**src/rtl/intc_pkg.sv**
```systemverilog
package intc_pkg;
  // strobes from control to datapath, one clock edge each
  typedef struct packed {
    logic grant;      // offered source becomes active
    logic push;       // current active saved on the preemption stack
    logic pop;        // stack top becomes active again
    logic retire;     // service ends with nothing to resume
    logic latchMode;  // mode input may be adopted
  } ctlStrobe_t;
endpackage

```
**src/rtl/intc_datapath.sv**
```systemverilog
module intc_datapath
  import intc_pkg::*;
#(
  parameter int NUM_SRC     = 4,
  parameter int STACK_DEPTH = 4,
  localparam int IDW = $clog2(NUM_SRC),
  localparam int CW  = $clog2(NUM_SRC + 1),
  localparam int SPW = $clog2(STACK_DEPTH + 1),
  localparam int SIW = (STACK_DEPTH > 1) ? $clog2(STACK_DEPTH) : 1
) (
  input  logic               clk,
  input  logic               rstN,
  input  logic [NUM_SRC-1:0] irqLine,
  input  logic               nestMode,
  input  ctlStrobe_t         strb,
  input  logic [IDW-1:0]     grantSrc,
  output logic               modeQ,
  output logic [NUM_SRC-1:0] pendQ,
  output logic [IDW-1:0]     headSrc,
  output logic               qEmpty,
  output logic               actValid,
  output logic [IDW-1:0]     actSrc,
  output logic               stackEmpty,
  output logic [SPW-1:0]     stkDepth
);
  logic [NUM_SRC-1:0] lineQ;
  logic [NUM_SRC-1:0] newly;
  logic [NUM_SRC-1:0] pendNext;
  logic [IDW-1:0]     arrQ   [NUM_SRC];
  logic [IDW-1:0]     arrNext[NUM_SRC];
  logic [CW-1:0]      cntQ, cntNext;
  logic [IDW-1:0]     stk    [STACK_DEPTH];
  logic [SPW-1:0]     sp;
  logic [IDW-1:0]     stkTop;

  // edge capture; an edge on an already pending line is absorbed
  assign newly = irqLine & ~lineQ & ~pendQ;

  always_comb begin
    pendNext = pendQ | newly;
    if (strb.grant) pendNext[grantSrc] = 1'b0;
  end

  // arrival-order queue: delete granted entry with compaction, then append
  always_comb begin
    logic found;
    found   = 1'b0;
    cntNext = cntQ;
    for (int i = 0; i < NUM_SRC; i++) arrNext[i] = arrQ[i];
    for (int i = 0; i < NUM_SRC; i++) begin
      if (strb.grant && !found && (CW'(i) < cntQ) && (arrQ[i] == grantSrc))
        found = 1'b1;
      if (found)
        arrNext[i] = (i < NUM_SRC - 1) ? arrQ[(i + 1) % NUM_SRC] : '0;
    end
    if (found) cntNext = cntNext - 1'b1;
    for (int s = 0; s < NUM_SRC; s++) begin
      if (newly[s]) begin
        arrNext[cntNext[IDW-1:0]] = IDW'(s);
        cntNext = cntNext + 1'b1;
      end
    end
  end

  always_ff @(posedge clk) begin
    if (!rstN) begin
      lineQ <= '0;
      pendQ <= '0;
      cntQ  <= '0;
      for (int i = 0; i < NUM_SRC; i++) arrQ[i] <= '0;
    end else begin
      lineQ <= irqLine;
      pendQ <= pendNext;
      cntQ  <= cntNext;
      for (int i = 0; i < NUM_SRC; i++) arrQ[i] <= arrNext[i];
    end
  end

  assign headSrc = arrQ[0];
  assign qEmpty  = (cntQ == '0);

  // preemption stack and active source
  assign stkTop     = stk[SIW'(sp - 1'b1)];
  assign stackEmpty = (sp == '0);
  assign stkDepth   = sp;

  always_ff @(posedge clk) begin
    if (!rstN) begin
      sp       <= '0;
      actValid <= 1'b0;
      actSrc   <= '0;
      modeQ    <= 1'b0;
      for (int i = 0; i < STACK_DEPTH; i++) stk[i] <= '0;
    end else begin
      if (strb.latchMode) modeQ <= nestMode;
      if (strb.push) begin
        stk[SIW'(sp)] <= actSrc;
        sp            <= sp + 1'b1;
      end
      if (strb.grant) begin
        actValid <= 1'b1;
        actSrc   <= grantSrc;
      end else if (strb.pop) begin
        actSrc <= stkTop;
        sp     <= sp - 1'b1;
      end else if (strb.retire) begin
        actValid <= 1'b0;
      end
    end
  end
endmodule

```
**src/rtl/intc_control.sv**
```systemverilog
module intc_control
  import intc_pkg::*;
#(
  parameter int NUM_SRC = 4,
  localparam int IDW = $clog2(NUM_SRC)
) (
  input  logic               modeQ,
  input  logic [NUM_SRC-1:0] pendQ,
  input  logic [IDW-1:0]     headSrc,
  input  logic               qEmpty,
  input  logic               actValid,
  input  logic [IDW-1:0]     actSrc,
  input  logic               stackEmpty,
  input  logic               ack,
  input  logic               eos,
  output logic               irqOut,
  output logic [IDW-1:0]     irqSrc,
  output ctlStrobe_t         strb
);
  logic [IDW-1:0] best;
  logic           anyPend;
  logic           eosHit;

  always_comb begin
    best = '0;
    for (int s = 0; s < NUM_SRC; s++)
      if (pendQ[s]) best = IDW'(s);
  end
  assign anyPend = |pendQ;

  always_comb begin
    if (modeQ) begin
      irqOut = anyPend && (!actValid || (best > actSrc));
      irqSrc = best;
    end else begin
      irqOut = !actValid && !qEmpty;
      irqSrc = headSrc;
    end
  end

  assign eosHit         = eos && actValid;
  assign strb.grant     = ack && irqOut;
  assign strb.push      = strb.grant && actValid && !eosHit;
  assign strb.pop       = eosHit && !stackEmpty && !strb.grant;
  assign strb.retire    = eosHit && stackEmpty && !strb.grant;
  assign strb.latchMode = !actValid;
endmodule

```
**src/rtl/irq_seqnest_ctrl.sv**
```systemverilog
module irq_seqnest_ctrl
  import intc_pkg::*;
#(
  parameter int NUM_SRC     = 4,
  parameter int STACK_DEPTH = 4,
  localparam int IDW = $clog2(NUM_SRC),
  localparam int SPW = $clog2(STACK_DEPTH + 1)
) (
  input  logic               clk,
  input  logic               rstN,
  input  logic [NUM_SRC-1:0] irqLine,
  input  logic               nestMode,
  input  logic               ack,
  input  logic               eos,
  output logic               irqOut,
  output logic [IDW-1:0]     irqSrc,
  output logic               svcValid,
  output logic [IDW-1:0]     svcSrc
);
  ctlStrobe_t         strb;
  logic               modeQ;
  logic [NUM_SRC-1:0] pendQ;
  logic [IDW-1:0]     headSrc;
  logic               qEmpty;
  logic               stackEmpty;
  logic [SPW-1:0]     stkDepth;

  intc_datapath #(.NUM_SRC(NUM_SRC), .STACK_DEPTH(STACK_DEPTH)) u_dp (
    .clk(clk), .rstN(rstN), .irqLine(irqLine), .nestMode(nestMode),
    .strb(strb), .grantSrc(irqSrc), .modeQ(modeQ), .pendQ(pendQ),
    .headSrc(headSrc), .qEmpty(qEmpty), .actValid(svcValid),
    .actSrc(svcSrc), .stackEmpty(stackEmpty), .stkDepth(stkDepth)
  );

  intc_control #(.NUM_SRC(NUM_SRC)) u_ctl (
    .modeQ(modeQ), .pendQ(pendQ), .headSrc(headSrc), .qEmpty(qEmpty),
    .actValid(svcValid), .actSrc(svcSrc), .stackEmpty(stackEmpty),
    .ack(ack), .eos(eos), .irqOut(irqOut), .irqSrc(irqSrc), .strb(strb)
  );
endmodule

```
**config.mk**
```make
export PLATFORM = sky130hd
export DESIGN_NAME = irq_seqnest_ctrl
export DESIGN_NICKNAME = d
export VERILOG_FILES = /design/src/rtl/intc_pkg.sv /design/src/rtl/intc_datapath.sv /design/src/rtl/intc_control.sv /design/src/rtl/irq_seqnest_ctrl.sv
export SDC_FILE = /design/constraint.sdc
export NUM_CORES = 1
export LEC_CHECK = 0
export BUFFER_PORTS_ARGS = -buffer_cell sky130_fd_sc_hd__buf_2
export CAP_MARGIN = 20
export CORE_UTILIZATION = 61
export DETAILED_ROUTE_END_ITERATION = 12
export PLACE_DENSITY = 0.8
export SLEW_MARGIN = 15
export SYNTH_ARGS = -nofsm -noshare
export SYNTH_HDL_FRONTEND = slang
export SYNTH_HIERARCHICAL = 1
export SYNTH_SLANG_ARGS = --single-unit
```
**constraint.sdc**
```tcl
create_clock -name clk -period 5.5 [get_ports clk]
set_input_delay 0 -clock clk [delete_from_list [all_inputs] [get_ports clk]]
set_output_delay 0 -clock clk [all_outputs]
set_load 0.01 [all_outputs]
```
# After elaboration in Yosys (flattened, before gate mapping)
# Memories as Yosys holds them, arrays and structs flattened.
# Cells that the tools add are included.
[word_totals] mem_bits_rw=16 ff_bits=18 memories=2 in_bits=9
[memory_table] name="u_dp.arrQ" depth=4 word_bits=2 read_ports=4 rd_ports_with_merged_regs=0 wr=4 line_no="intc_datapath.sv:29" rtl="logic [IDW-1:0] arrQ [NUM_SRC];"
[memory_table] name="u_dp.stk" depth=4 word_bits=2 read_ports=1 rd_ports_with_merged_regs=0 wr=4 line_no="intc_datapath.sv:32" rtl="logic [IDW-1:0] stk [STACK_DEPTH];"
[op_classes] magnitude_cmp=15 mux=53 n_bitwise=24 n_eq_ne=5 addsub=7 n_reduce_logical=42
[op_table] op="2-bit two-way mux" n=19
[op_table] op="8-bit two-way mux" n=4
[op_table] op="1-bit logical AND" n=26
[op_table] op="3-bit two-way mux" n=8
[op_table] op="4-bit bitwise AND" n=5
[op_table] op="4-bit inverter" n=5
[op_table] op="2-bit demux with 2-bit select" n=4
[op_table] op="1-bit two-way mux" n=16
[op_table] op="3-bit by 1-bit adder with 3-bit output (second input constant)" n=5
[op_table] op="3-bit >= comparator (second input constant)" n=4
[op_table] op="3-bit by 1-bit less-than comparator with 1-bit output (second input constant)" n=4
[op_table] op="2-bit inverter with 3-bit output" n=4
[op_table] op="4-bit OR" n=3
[op_table] op="8-bit bitwise AND" n=1
[op_table] op="2-bit == test" n=4
[op_table] op="1-bit logical NOT" n=8
[op_table] op="8-bit inverter" n=1
[op_table] op="8-bit OR" n=1
[op_table] op="3-bit logical NOT" n=2
[op_table] op="1-bit by 3-bit less-than comparator with 1-bit output (first input constant)" n=2
[op_table] op="2-bit by 3-bit less-than comparator with 1-bit output (first input constant)" n=2
[op_table] op="3-bit by 1-bit subtractor with 3-bit output (second input constant)" n=2
[op_table] op="4-bit two-way mux" n=1
[op_table] op="1-bit OR" n=4
[op_table] op="other kinds (10)" n=11

# Longest topological paths before layout
[logic_depth] ltp_word=42 depth_mapped=29 ltp_nobuf=27

# Cells and area by module
# The synthesis kept the hierarchy.
[modules_own_cells] mod="intc_datapath" cells_each=249 area_per_inst_um2=2312.2 instances=1
[modules_own_cells] mod="intc_control" cells_each=23 area_per_inst_um2=186.4 instances=1

# Least setup slack after synthesis
# Ideal clock, no wire load.
[synth_timing] path_kind="flip-flop to flip-flop" from="register u_dp.cntQ[0]" to="register u_dp.cntQ[2]" path_stages_with_launch=30 path_buffers=2 setup_slack_ps=443 t_arrival_ps=4930 synth_period_minus_slack_ps=5057 path_cell_list="dfxtp_1 > inv_1 > ha_1 > nor2b_1 > and2b_4 > a211oi_1 > a21boi_2 > clkbuf_8 > nor4b_1 > a211o_4 > or2_1 > buf_6 > nand2_1 > o21ai_0 > ha_1 > nand2b_1 > o311ai_4 > ha_1 > nor2b_1 > nor2_1 > ha_1 > nand2_1 > o21ai_0 > nor2b_1 > ha_1 > nand2_1 > xnor2_1 > xnor2_1 > xnor2_1 > nor2_1"
[synth_lines] element="start, declared" line_no="intc_datapath.sv:31" rtl="logic [CW-1:0] cntQ, cntNext;"
[synth_lines] element="start signal, assigned" line_no="intc_datapath.sv:74" rtl="cntQ <= cntNext;"

==> results.json <==
{
  "power_frac_seq": 0.253,
  "fill_cells": 284,
  "p_sw_frac": 0.435,
  "synthXorXnorAreaFrac": 0.0906,
  "hold_class": "in -> reg",
  "max_slew_margin": 0.438,
  "pre_cts_slack_ns": 0.0425,
  "fin_crit_ns": 5.23,
  "setup_violations": 0,
  "status": "finished, final reports clean",
  "area_delta_synth_final_pct": 10.7,
  "cts-htree-levels": 2,
  "power_mw": 1.39,
  "grt_usage": 0.256,
  "overflow": 0,
  "core_mm2": 0.00380,
  "cts_root_buf": "clkbuf_8",
  "crit_type": "reg -> reg",
  "ys_seq_area_frac": 0.304,
  "avgSynthCellArea_um2": 9.19,
  "io_buffer_count": 14,
  "ys_seq_elements": 34,
  "clkPwrFrac": 0.156,
  "critPathSlowestCell": "a211o_4",
  "drv_slew": 0,
  "fin_crit_sh": 0.951,
  "synthesis.instances": 272,
  "clock_skew_ns": 0.00661,
  "hold_depth": 2,
  "die_area_mm2": 0.00436,
  "die_h_um": 66,
  "dp_hpwl_um": 3650,
  "drc": 0,
  "cts.sinks": 34,
  "layout.nets": 323,
  "grt_max_degree": 19,
  "start_util": 0.658,
  "crit_arrival_ns": 5.40,
  "ir_worst_vdd_uv": 375,
  "crit_buf_inv": 0,
  "intPower_mw": 0.783,
  "gp_congestion": 0.830,
  "powerDensity_mw_per_mm2": 501,
  "viasPerCell": 5.77,
  "vias": 1955,
  "yosysUniqueCellTypes": 55,
  "worstMarginPinSlew_ns": 0.842,
  "fin_util": 0.728,
  "max_freq_ghz": 0.191,
  "numCtsBuffers": 5,
  "die_w_um": 66,
  "synth_edf_count": 8,
  "drive_gt1_frac": 0.189,
  "async_flop_share": 0,
  "path_delay_family": "simple AND/OR/NAND/NOR gates",
  "synthMuxAreaShare": 0.0496,
  "wirelength_um": 5080,
  "finalSetupTns_ns": 0,
  "ant_nets": 0,
  "switchingPower_mw": 0.603,
  "diodes": 0,
  "synth_ff_type": "dfxtp_1",
  "synthAdderAreaFrac": 0.120,
  "hold_viol": 0,
  "r2r_cells": 26,
  "crit_cells": 26,
  "first_pass_iters": 4,
  "drt-wirelength-per-cell_um": 15.0,
  "clockBufferDepth": 2,
  "grt_pass1_wl_um": 8210,
  "worstPathMaxFanout": 6,
  "cp-start-kind": "register",
  "p_comb_frac": 0.591,
  "cp.required_ns": 5.67,
  "tritoncts": "yes",
  "synth_simple_gate_area_frac": 0.215,
  "critPathMaxStageDelay_ns": 0.37,
  "synth-compound-area-share": 0.153,
  "drt_iter0_drc": 156,
  "grt_pass1_vias": 1772,
  "antenna_found_initial": 0,
  "power_leakage_nw": 1.14,
  "clock_latency_ns": 0.29,
  "ys_warn_count": 6,
  "setup_slack_ns": 0.270,
  "cpMostUsedCell": "ha_1",
  "num_rows": 22,
  "synthesis.area_mm2": 0.00250,
  "syn_nets": 305,
  "synth_top_family_by_area": "simple AND/OR/NAND/NOR gates",
  "clkSlewWorstSetupHoldPaths_ns": 0.08,
  "endpoint_kind": "register",
  "drv_cap": 0,
  "io_pins": 15
}
==> power by group through the flow <==
stage / clock network, mW / logic [mW] / registers (mW)
after floorplan: 0 / 0.641 / 0.342
after global placement: 0 / 0.746 / 0.354
after detailed placement: 0 / 0.763 / 0.353
after CTS: 0.219 / 0.774 / 0.348
after global routing: 0.231 / 0.918 / 0.357
final: 0.217 / 0.819 / 0.351
==> sequential cells by signal, summed over array words and instances (netlist names), 2 cells and up <==
register / cells
u_dp/cntQ: 3
u_dp/arrQ: 8
u_dp/pendQ: 4
u_dp/lineQ: 4
u_dp/stk: 8
u_dp/actSrc: 2
u_dp/stkDepth: 3
==> kinds of logic after synthesis <==
kind of cell | after synthesis
AND/OR/NAND/NOR | 94
AO/OA/AOI/OAI | 52
buffers and inverters | 34
flip-flops | 34
adder cells (fa/ha/maj) | 24
XOR/XNOR | 22
multiplexers | 12
==> layout make-up <==
class                           count  area, µm²  area share
Clock buffer                        6       93.8      0.0339
Clock inverter                      2       15.0     0.00543
Inverter                           20       75.1      0.0271
Multi-Input combinational cell    204       1600       0.577
Sequential cell                    34        761       0.275
Tap cell                           48       60.1      0.0217
Timing Repair Buffer               25        165      0.0597
==> worst paths after layout <==
| path | endpoint | from | slack (ns) |
|---|---|---|---|
| setup reg to reg | u_dp/cntQ[2]$_SDFF_PN0_ | u_dp/pendQ[2]$_SDFF_PN0_ | 0.27 |
| setup / recovery | u_dp/cntQ[2]$_SDFF_PN0_ | u_dp/pendQ[2]$_SDFF_PN0_ | 0.27 |
| hold / removal | u_dp/arrQ[0][0]$_SDFF_PN0_ | rstN | 0.09 |
| hold reg to reg | u_dp/stkDepth[2]$_SDFF_PN0_ | u_dp/stkDepth[2]$_SDFF_PN0_ | 0.52 |
==> cells in the mapped netlist (3+ instances only) <==
cell type / n / area [µm²]
nor2_1: 21 / 78.8
and2_1: 5 / 31.3
nand3_1: 7 / 35.0
dfxtp_1: 26 / 521
ha_1: 24 / 300
clkbuf_1: 7 / 26.3
nand2b_1: 5 / 31.3
nor2b_1: 16 / 100
a211oi_1: 3 / 22.5
or2_1: 3 / 18.8
xnor2_1: 10 / 87.6
o21ai_0: 9 / 45.0
mux2i_1: 9 / 90.1
edfxtp_1: 8 / 240
a21oi_1: 15 / 75.1
nand2_1: 18 / 67.6
mux2_2: 3 / 33.8
inv_1: 18 / 67.6
buf_6: 3 / 33.8
xor2_1: 9 / 78.8
a31oi_1: 6 / 37.5
nor3_1: 6 / 30.0
==> layout by cell type, fill, tap and decap left out, types with 3 or more instances in the layout <==
| cell type | count |
|---|---|
| inv_1 | 18 |
| nor2_1 | 21 |
| nand3_1 | 7 |
| nand2_1 | 18 |
| nor2b_1 | 15 |
| clkbuf_8 | 5 |
| o21ai_0 | 7 |
| dlygate4sd3_1 | 5 |
| a211oi_1 | 3 |
| xor2_1 | 9 |
| xnor2_1 | 10 |
| edfxtp_1 | 8 |
| buf_4 | 6 |
| a31oi_1 | 6 |
| and2_1 | 5 |
| a21oi_1 | 15 |
| mux2i_1 | 9 |
| nor3_1 | 6 |
| mux2_2 | 3 |
| nand2b_1 | 5 |
| ha_1 | 24 |
| dfxtp_1 | 26 |
| buf_2 | 14 |
==> repair_timing <==
item,4_1_cts,5_1_grt
endpoints found under the setup margin,0,4
buffers inserted,0,1
hold buffers,5,0
gates resized for setup,0,8
endpoints found under the hold margin,5,0
==> metal layers <==
metal / up-vias / wire [µm] / GRT usage
met1: 898 / 2340 / 0.345
met5: - / 0 / 0
met4: 0 / 129 / 0.0984
met3: 17 / 351 / 0.0638
li1: 975 / - / -
met2: 65 / 2260 / 0.390
==> through the flow <==
step,hold slack (ns),area [µm²],instances
after detailed placement,0.215,2570,325
after global placement,0.214,2570,325
after global routing,0.101,2770,339
after CTS,0.0883,2730,338
after floorplan,0.122,2500,272
final,0.0938,2770,339
Note: power is estimated with default switching activity, not from simulation.
